==> config.mk <==
export PLATFORM = sky130hd
export DESIGN_NAME = iso_out_pingpong
export DESIGN_NICKNAME = d
export VERILOG_FILES = /design/src/rtl/iso_pp_pkg.sv /design/src/rtl/iso_pp_wr_ctrl.sv /design/src/rtl/iso_pp_flags.sv /design/src/rtl/iso_pp_mem.sv /design/src/rtl/iso_out_pingpong.sv
export SDC_FILE = /design/constraint.sdc
export NUM_CORES = 2
export LEC_CHECK = 0
export BUFFER_PORTS_ARGS = -buffer_cell sky130_fd_sc_hd__buf_2
export CAP_MARGIN = 5
export CORE_MARGIN = 5
export CORE_UTILIZATION = 45
export CTS_CLUSTER_DIAMETER = 60
export DETAILED_ROUTE_END_ITERATION = 7
export PLACE_DENSITY_LB_ADDON = 0.05
export SKIP_LAST_GASP = 1
export SYNTH_ARGS = -nofsm -noshare
export SYNTH_HDL_FRONTEND = slang
export SYNTH_SLANG_ARGS = --single-unit
export TNS_END_PERCENT = 100
==> constraint.sdc <==
create_clock -name clk -period 2.75 [get_ports clk]
set_input_delay 0.1375 -clock clk [delete_from_list [all_inputs] [get_ports clk]]
set_output_delay 0.1375 -clock clk [all_outputs]
set_load 0.005 [all_outputs]
==> src/rtl/iso_pp_pkg.sv <==
package iso_pp_pkg;
    localparam int unsigned DATA_W_DEF = 8;
    localparam int unsigned DEPTH_DEF  = 128;
    localparam int unsigned NSIDE      = 2;
    // status bit positions, shared by status and clr_flags
    localparam int unsigned FLG_GOOD = 0;
    localparam int unsigned FLG_BAD  = 1;
    localparam int unsigned FLG_PER_SIDE = 2;
endpackage

==> src/rtl/iso_pp_wr_ctrl.sv <==
module iso_pp_wr_ctrl #(
    parameter int unsigned DEPTH = iso_pp_pkg::DEPTH_DEF,
    parameter int unsigned CNT_W = $clog2(DEPTH + 1),
    parameter int unsigned AW    = $clog2(DEPTH)
) (
    input  logic             clk,
    input  logic             rst_n,
    input  logic [CNT_W-1:0] max_pkt,
    input  logic             rx_side,
    input  logic             out_tok,
    input  logic             rx_valid,
    input  logic             eop,
    input  logic             crc_err,
    output logic             wr_en,
    output logic             wr_side,
    output logic [AW-1:0]    wr_addr,
    output logic             done,
    output logic             done_side,
    output logic             done_bad,
    output logic [CNT_W-1:0] done_cnt
);
    typedef struct packed {
        logic             open;
        logic             side;
        logic             ovf;
        logic [CNT_W-1:0] ptr;
    } pkt_t;

    pkt_t pkt_d, pkt_q;
    logic [CNT_W-1:0] limit;
    logic [CNT_W-1:0] ptr_n;
    logic             ovf_n;

    always_comb begin
        limit = (max_pkt > CNT_W'(DEPTH)) ? CNT_W'(DEPTH) : max_pkt;
        pkt_d    = pkt_q;
        wr_en    = 1'b0;
        done     = 1'b0;
        done_bad = 1'b0;
        ptr_n    = pkt_q.ptr;
        ovf_n    = pkt_q.ovf;
        if (out_tok) begin
            pkt_d.open = 1'b1;
            pkt_d.side = rx_side;
            pkt_d.ovf  = 1'b0;
            pkt_d.ptr  = '0;
        end else if (pkt_q.open) begin
            if (rx_valid) begin
                if (pkt_q.ptr < limit) begin
                    wr_en = 1'b1;
                    ptr_n = pkt_q.ptr + 1'b1;
                end else begin
                    ovf_n = 1'b1;
                end
            end
            if (eop) begin
                done       = 1'b1;
                done_bad   = crc_err | ovf_n;
                pkt_d.open = 1'b0;
            end
            pkt_d.ptr = ptr_n;
            pkt_d.ovf = ovf_n;
        end
        done_cnt  = ptr_n;
        wr_addr   = pkt_q.ptr[AW-1:0];
        wr_side   = pkt_q.side;
        done_side = pkt_q.side;
    end

    always_ff @(posedge clk) begin
        if (!rst_n) pkt_q <= '0;
        else        pkt_q <= pkt_d;
    end


    addr_bound_chk: assert property (@(posedge clk) disable iff (!rst_n)
        wr_en |-> (CNT_W'(wr_addr) < max_pkt));

    cnt_bound_chk: assert property (@(posedge clk) disable iff (!rst_n)
        done |-> (done_cnt <= max_pkt));

    side_keep_chk: assert property (@(posedge clk) disable iff (!rst_n)
        (wr_en && !out_tok) |=> (out_tok || !wr_en || $stable(wr_side)));
endmodule

==> src/rtl/iso_pp_flags.sv <==
module iso_pp_flags
    import iso_pp_pkg::*;
(
    input  logic                          clk,
    input  logic                          rst_n,
    input  logic                          done,
    input  logic                          done_side,
    input  logic                          done_bad,
    input  logic [NSIDE*FLG_PER_SIDE-1:0] clr,
    output logic [NSIDE*FLG_PER_SIDE-1:0] flags
);
    localparam int unsigned NF = NSIDE * FLG_PER_SIDE;

    typedef struct packed {
        logic [NF-1:0] flg;
    } flg_t;

    flg_t f_d, f_q;
    logic [NF-1:0] set;

    for (genvar g = 0; g < NSIDE; g++) begin : g_side
        assign set[g*FLG_PER_SIDE + FLG_GOOD] = done && (done_side == 1'(g)) && !done_bad;
        assign set[g*FLG_PER_SIDE + FLG_BAD]  = done && (done_side == 1'(g)) &&  done_bad;
    end

    always_comb begin
        f_d.flg = (f_q.flg & ~clr) | set;
    end

    always_ff @(posedge clk) begin
        if (!rst_n) f_q <= '0;
        else        f_q <= f_d;
    end

    assign flags = f_q.flg;

    for (genvar i = 0; i < NF; i++) begin : g_chk

        set_wins_chk: assert property (@(posedge clk) disable iff (!rst_n)
            set[i] |=> flags[i]);

        clr_takes_chk: assert property (@(posedge clk) disable iff (!rst_n)
            (clr[i] && !set[i]) |=> !flags[i]);
    end
endmodule

==> src/rtl/iso_pp_mem.sv <==
module iso_pp_mem #(
    parameter int unsigned DATA_W = iso_pp_pkg::DATA_W_DEF,
    parameter int unsigned DEPTH  = iso_pp_pkg::DEPTH_DEF,
    parameter int unsigned AW     = $clog2(DEPTH)
) (
    input  logic              clk,
    input  logic              wr_en,
    input  logic              wr_side,
    input  logic [AW-1:0]     wr_addr,
    input  logic [DATA_W-1:0] wr_data,
    input  logic              rd_side,
    input  logic [AW-1:0]     rd_addr,
    output logic [DATA_W-1:0] rd_data
);
    logic [DATA_W-1:0] bank_rd [iso_pp_pkg::NSIDE];
    logic [DATA_W-1:0] rd_d, rd_q;

    for (genvar b = 0; b < iso_pp_pkg::NSIDE; b++) begin : g_bank
        logic [DATA_W-1:0] mem [DEPTH];
        always_ff @(posedge clk) begin
            if (wr_en && (wr_side == 1'(b))) mem[wr_addr] <= wr_data;
        end
        assign bank_rd[b] = mem[rd_addr];
    end

    always_comb rd_d = bank_rd[rd_side];

    always_ff @(posedge clk) rd_q <= rd_d;

    assign rd_data = rd_q;
endmodule

==> src/rtl/iso_out_pingpong.sv <==
module iso_out_pingpong
    import iso_pp_pkg::*;
#(
    parameter int unsigned DATA_W = DATA_W_DEF,
    parameter int unsigned DEPTH  = DEPTH_DEF,
    localparam int unsigned CNT_W = $clog2(DEPTH + 1),
    localparam int unsigned AW    = $clog2(DEPTH),
    localparam int unsigned NF    = NSIDE * FLG_PER_SIDE
) (
    input  logic              clk,
    input  logic              rst_n,
    input  logic [CNT_W-1:0]  max_pkt,
    input  logic              sof,
    input  logic              out_tok,
    input  logic              rx_valid,
    input  logic [DATA_W-1:0] rx_data,
    input  logic              eop,
    input  logic              eop_crc_err,
    input  logic [NF-1:0]     clr_flags,
    input  logic [AW-1:0]     rd_addr,
    output logic [DATA_W-1:0] rd_data,
    output logic [CNT_W-1:0]  rd_count,
    output logic              rx_side,
    output logic [NF-1:0]     status
);
    typedef struct packed {
        logic                        side;
        logic [NSIDE-1:0][CNT_W-1:0] cnt;
    } top_t;

    top_t t_d, t_q;

    logic             wr_en, wr_side, done, done_side, done_bad;
    logic [AW-1:0]    wr_addr;
    logic [CNT_W-1:0] done_cnt;

    iso_pp_wr_ctrl #(.DEPTH(DEPTH), .CNT_W(CNT_W), .AW(AW)) u_wr (
        .clk, .rst_n, .max_pkt, .rx_side(t_q.side), .out_tok, .rx_valid,
        .eop, .crc_err(eop_crc_err), .wr_en, .wr_side, .wr_addr,
        .done, .done_side, .done_bad, .done_cnt
    );

    iso_pp_flags u_flg (
        .clk, .rst_n, .done, .done_side, .done_bad,
        .clr(clr_flags), .flags(status)
    );

    iso_pp_mem #(.DATA_W(DATA_W), .DEPTH(DEPTH), .AW(AW)) u_mem (
        .clk, .wr_en, .wr_side, .wr_addr, .wr_data(rx_data),
        .rd_side(~t_q.side), .rd_addr, .rd_data
    );

    always_comb begin
        t_d = t_q;
        if (sof) t_d.side = ~t_q.side;
        if (done) t_d.cnt[done_side] = done_cnt;
    end

    always_ff @(posedge clk) begin
        if (!rst_n) t_q <= '0;
        else        t_q <= t_d;
    end

    assign rx_side  = t_q.side;
    assign rd_count = t_q.cnt[~t_q.side];


    side_flip_chk: assert property (@(posedge clk) disable iff (!rst_n)
        sof |=> (rx_side != $past(rx_side)));

    side_hold_chk: assert property (@(posedge clk) disable iff (!rst_n)
        !sof |=> $stable(rx_side));

    idle_quiet_chk: assert property (@(posedge clk) disable iff (!rst_n)
        (!done && !sof) |=> $stable(rd_count));
endmodule

* After elaboration in Yosys (flattened, before gate mapping)
Memory sizes are Yosys's and may differ from the RTL's. Cells that the tools add are included. W data, S select, Z words.
Operators by class: mux-type cells 34, eq/ne operators 0, divide/modulo/power cells 0, reductions and logical operators 11, bitwise logic cells 8, multiply operators 0, shift-type cells 0, $add $sub $neg 1, $lt $le $gt $ge 6
Operator list (number):
- $mux W8 | 11
- $mux W1 | 21
- $bwmux W16 | 1
- $logic_and A1 B1 Y1 | 9
- $add A8 B1 Y8 const B | 1
- $demux W8 S1 | 1
- $gt A8 B8 Y1 const B | 1
- $lt A8 B8 Y1 | 1
- $and A4 B4 Y4 | 1
- $lt A1 B2 Y1 const B | 2
- $not A4 Y4 | 1
- $or A4 B4 Y4 | 1
- $not A1 Y1 | 3
- $ge A2 B2 Y1 const B | 1
- $not A1 Y2 | 1
- $reduce_or A2 Y1 | 1
- $ge A1 B1 Y1 const B | 1
- $logic_not A1 Y1 | 1
- $or A1 B1 Y1 | 1
Word-level totals: memory bits (writable) 2048, word-level logic and storage cells 71, memories 2, output and inout port bits 21, ROM bits 0, input port bits 34, latch bits 0, flip-flop bits (word level) 40
Memory list:
- u_mem.g_bank[0].mem | depth 128, bits a word 8, rd ports 1, clocked after memory_dff 0, wr ports 1, RTL line iso_pp_mem.sv:19 | logic [DATA_W-1:0] mem [DEPTH];
- u_mem.g_bank[1].mem | depth 128, bits a word 8, rd ports 1, clocked after memory_dff 0, wr ports 1, RTL line iso_pp_mem.sv:19

* Longest topological paths before layout
depth in word-level cells 14, depth in mapped cells 11, gate-level depth less buffers 9

* Cells and area by module
From an unflattened synthesis, not the netlist that was laid out.
Second synthesis, totals: cells, all modules 3951, area, all modules 81973.6 um2
By module, submodules not included:
- iso_pp_mem | area each 80130.6 um2, sequential area each 61659.1 um2, cells each 3750, times used 1
- iso_pp_wr_ctrl | area each 932.1 um2, sequential area each 220.2 um2, cells each 109, times used 1
- iso_out_pingpong | area each 760.7 um2, sequential area each 340.3 um2, cells each 76, times used 1
- iso_pp_flags | area each 150.1 um2, sequential area each 80.1 um2, cells each 16, times used 1

* Worst setup path before layout
No wires, ideal clock.
path type input to register, start in max_pkt[7], end mem u_mem.g_bank[1].mem[21][0] in the netlist's numbering, enable pin, stages 11, library setup time 0.370 ns, arrival time 2.427 ns, buffers on the path 2, path slack -0.048 ns, data required time 2.380 ns, path through inv_1 > nand2_1 > ha_1 > a21o_1 > a21o_1 > a211o_1 > a21oi_4 > buf_8 > nand4_4 > buf_2 > nor2_1
On the way: cells in the longest elaborated chain, start to end 10
Ends and longest elaborated chain:
- start, declared | RTL line iso_out_pingpong.sv:12 | input logic [CNT_W-1:0] max_pkt,
- $gt A8 B8 Y1 | RTL line iso_pp_wr_ctrl.sv:35 | limit = (max_pkt > CNT_W'(DEPTH)) ? CNT_W'(DEPTH) : max_pkt;
- $mux W8 * | RTL line iso_pp_wr_ctrl.sv:35
- $lt A8 B8 Y1 * | RTL line iso_pp_wr_ctrl.sv:49 | if (pkt_q.ptr < limit) begin
- $mux W1 * | RTL line iso_pp_wr_ctrl.sv:49
- $mux W1 * | RTL line iso_pp_wr_ctrl.sv:48 | if (rx_valid) begin
- $mux W1 * | RTL line iso_pp_wr_ctrl.sv:47 | end else if (pkt_q.open) begin
- $mux W1 * | RTL line iso_pp_wr_ctrl.sv:42 | if (out_tok) begin
- $logic_and A1 B1 Y1 * | RTL line iso_pp_mem.sv:21 | if (wr_en && (wr_side == 1'(b))) mem[wr_addr] <= wr_data;
- $mux W1 * | RTL line iso_pp_mem.sv:21
- $mux W1 (implied by the code) * | RTL line iso_pp_mem.sv:21
- end, declared | RTL line iso_pp_mem.sv:19
Every way passes the cells marked *; elsewhere a longest branch is shown, timed or not.

* Final worst setup path
start reg u_wr.pkt_q, in the netlist u_wr.wr_addr[0], end mem u_mem.g_bank[1].mem[101][4] in the netlist's numbering, enable pin
On the way: cells in the longest elaborated chain, start to end 8
Ends and longest elaborated chain:
- start, declared | RTL line iso_pp_wr_ctrl.sv:29 | pkt_t pkt_d, pkt_q;
- start signal, assigned | RTL line iso_pp_wr_ctrl.sv:72 | else pkt_q <= pkt_d;
- $lt A8 B8 Y1 | RTL line iso_pp_wr_ctrl.sv:49
- $mux W1 | RTL line iso_pp_wr_ctrl.sv:49
- $mux W1 | RTL line iso_pp_wr_ctrl.sv:48
- $mux W1 | RTL line iso_pp_wr_ctrl.sv:47
- $mux W1 | RTL line iso_pp_wr_ctrl.sv:42
- $logic_and A1 B1 Y1 | RTL line iso_pp_mem.sv:21
- $mux W1 | RTL line iso_pp_mem.sv:21
- $mux W1 (implied by the code) | RTL line iso_pp_mem.sv:21
Parallel ways exist; a longest one is shown, timed or not.

==> flow_metrics.py <==
metrics = {
    "synth": {
        "synth_edf_count": 2048,
        "synth_compound_area_share_pct": 4.220,
        "synth_seq_cells": 2088,
        "async_flop_share_pct": 0,
        "synthAdderAreaFrac_pct": 0.1235,
        "synth_top_family_by_area": "multiplexers",
        "yosys.area_share.simple_pct": 2.826,
        "mappedNetlistArea_um2": 81040,
        "synth_xor_area_share_pct": 0.08646,
        "syn_nets": 3958,
        "ys_warn_count": 0,
        "syn_avg_cell_area_um2": 20.69,
        "netlist.area_leader.share_pct": 75.89,
        "yosysTopAreaCell": "edfxtp_1",
        "yosysSeqAreaShare_pct": 76.88,
        "syn_inst": 3916,
        "synth_ff_type": "edfxtp_1",
        "yosysUniqueCellTypes": 61,
        "synth_mux_area_share_pct": 14.11,
        "ys_top_cells_by_area": "edfxtp_1 76%, mux4_2 12%, mux2i_1 1.7%, a22oi_1 1.5%, nor2_1 1.3%",
    },
    "routing": {
        "viasPerCell": 5.719,
        "drtIter0Drc": 4222,
        "route.detailed.drc": 0,
        "ant_nets": 0,
        "drt_pre_antenna_iters": 5,
        "finalWirelength_um": 211200,
        "wl_per_cell_um": 29.00,
        "vias": 41650,
    },
    "global_route": {
        "grtUsageTotal_pct": 22.58,
        "grt_max_degree": 86,
        "overflow": 0,
        "antenna_found_initial": 5,
        "grt_pass1_vias": 42540,
        "grt_first_pass_wirelength_um": 306500,
    },
    "sta": {
        "worstMarginPinSlew_ps": 881.4,
        "drv_slew": 0,
        "setup_viol": 279,
        "skew_ps": 35.31,
        "whs_ps": 109.0,
        "fin_ws_ps": -29.47,
        "fmax_ghz": 0.3598,
        "final.period_utilization_pct": 101.1,
        "hold_viol": 0,
        "max_slew_margin_pct": 41.24,
        "finalSetupTns_ps": -2445,
        "rsz0062_at_grt": "true",
        "period_minus_slack_ps": 2779,
    },
    "run_status": {
        "violations": "setup timing",
        "outcome": "finished with violations",
    },
    "worst_setup_path": {
        "path_max_fanout": 16,
        "critPathLaunchType": "register",
        "crit_type": "reg -> reg",
        "critPathArrivalTime_ps": 3310,
        "cp.required_ps": 3280,
        "crit_path_end_kind": "register",
    },
    "placed_design": {
        "gp_congestion": 0.8093,
        "port_buffers": 54,
        "place_hpwl_um": 139200,
        "dp_worst_setup_slack_ps": -472.0,
    },
    "cts": {
        "ctsHtreeMaxLevel": 4,
        "insertion_delay_ps": 840,
        "cts_buffer_depth": 3,
        "cts_tree": "built",
        "cts_root_buffer": "clkbuf_16",
        "clk_pin_slew_ps": 60,
        "numCtsBuffers": 213,
        "clkSinkCount": 2088,
    },
    "power": {
        "comb_power_share_pct": 5.5,
        "power_density_nw_per_um2": 684.0,
        "vdd.ir_drop.worst_uv": 553.7,
        "p_clk_share_pct": 42.2,
        "p_leak_uw": 0.03232,
        "internal-power_uw": 52680,
        "switching_power_uw": 14270,
        "p_seq_share_pct": 52.3,
        "switching_share_pct": 21.32,
    },
    "layout": {
        "multi_input_area_um2": 17500,
        "area_delta_synth_final_pct": 20.79,
        "fin_nets": 4786,
        "drive_above_1_share_pct": 34.15,
        "register_area_um2": 62300,
        "fillCellCount": 13800,
    },
    "floorplan": {
        "pin_count": 55,
        "initial_core_util_pct": 45.32,
        "core.rowCount": 155,
        "fp.dieH_um": 434.4,
        "design.die.area_um2": 188700,
        "fp.dieW_um": 434.4,
        "fp.coreArea_um2": 178800,
    },
    "job": {
        "maxCapViolations": 0,
    },
    "hold_path": {
        "hold_class": "in -> reg",
    },
}
## placed cells by master, fill, tap and decap left out, types with 19 or more instances in the layout
cell type         n
a21oi_1         140
a221oi_1         32
a22o_1           22
a22oi_1         159
buf_12          141
buf_2            44
buf_4           630
clkbuf_1         48
clkbuf_16       220
clkinv_1         44
clkinv_2         40
dfxtp_1          40
dlygate4sd3_1    22
edfxtp_1       2048
mux2_2           19
mux2i_1         138
mux4_2          437
nand2_1          43
nor2_1          239
nor2_2           49
nor3_1           19
o21ai_0          37
o221ai_1         40
## layout make-up
type	count	share of cell area [%]
flip-flops and latches	2088	63.64
clock buffers	271	5.850
clock inverters	126	1.134
multi-input cells	1573	17.87
well taps	2355	3.010
diodes	2	0.005113
repair buffers	858	8.445
inverters	10	0.03835
## metrics by stage
stage	area, µm²	total power, µW	instances	utilization, %
6_report	97890	66960	7283	54.74
5_1_grt	97890	69210	7282	54.74
4_1_cts	97840	67660	7280	54.72
3_5_place_dp	90690	39390	6856	50.72
3_3_place_gp	90690	39360	6856	50.72
2_1_floorplan	81140	37280	3916	-
## state kept, by name (all words and copies together), names as in the netlist
name and cells:
u_flg.flags 4, u_wr.wr_addr 7, u_mem.g_bank.mem 2048, u_wr.done_side 1, u_wr.pkt_q 3, rx_side 1, u_mem.rd_data 8, t_q 16
## worst paths after layout
path / startpoint / end / slack (ps) / depth (start not counted)
max: u_wr.wr_addr[0] / u_mem.g_bank[1].mem[101][4] / -30 / 10
min: clr_flags[1] / u_flg.flags[1] / 110 / 4
max reg2reg: u_wr.wr_addr[0] / u_mem.g_bank[1].mem[101][4] / -30 / 10
min reg2reg: u_flg.flags[1] / u_flg.flags[1] / 490 / 2
## power groups by stage
stage          logic, µW  registers (µW)  clock network [µW]
2_1_floorplan       1630           35700                   0
3_3_place_gp        3670           35700                   0
3_5_place_dp        3690           35700                   0
4_1_cts             3740           35000               28900
5_1_grt             3900           35000               30300
6_report            3670           35000               28300
## timing repair
action / CTS / global route
endpoints found under the hold margin: 1339 / 0
gates resized for setup: 5 / 11
pin swaps: 0 / 0
setup endpoints to repair: 156 / 1718
buffers inserted: 5 / 1
hold buffers: 22 / 0
## routing by layer
| metal | share of wire [%] | vias up | track usage (%) |
|---|---|---|---|
| met5 | 0 | - | 0 |
| met4 | 1.9 | 0 | 5.049 |
| met3 | 5.5 | 249 | 3.384 |
| met2 | 48 | 1283 | 36.32 |
| met1 | 44 | 22070 | 33.15 |
| li1 | - | 18050 | - |
## critical path: stages, from the launching register on
cell,delay (ps)
dfxtp_1,340
or3b_1,390
a21o_1,210
a211o_4,350
a21oi_4,180
buf_12,200
buf_12,130
nand4_4,90
buf_12,220
nor2_1,160
buf_6,170
## Yosys cell counts (all sizes together), types with 3 or more instances
cell type / number
edfxtp: 2048
mux4: 437
nor2: 291
a22oi: 159
a21oi: 141
buf: 141
mux2i: 138
clkbuf: 104
nand2: 43
dfxtp: 40
o221ai: 40
o21ai: 37
a221oi: 32
a22o: 22
nand3: 20
nor3: 20
mux2: 19
nor2b: 19
nor4: 15
nand2b: 13
o22ai: 13
nand4: 11
o211ai: 11
a31oi: 10
inv: 10
a211oi: 8
ha: 8
xnor2: 8
and3: 6
or3: 6
and2: 5
nand4b: 4
o31ai: 4
a21o: 3
o2111a: 3
o22a: 3
o311a: 3
or2: 3
or4: 3
## cells by family after synthesis
kind of cell               after synthesis
adders and majority gates                8
AOI/OAI and AO/OA                      495
and+or+nand+nor                        468
DFF                                   2088
muxes                                  594
xor gates and xnor gates                 8
buffers and inverters                  255
Note: power is estimated with default switching activity, not from simulation.
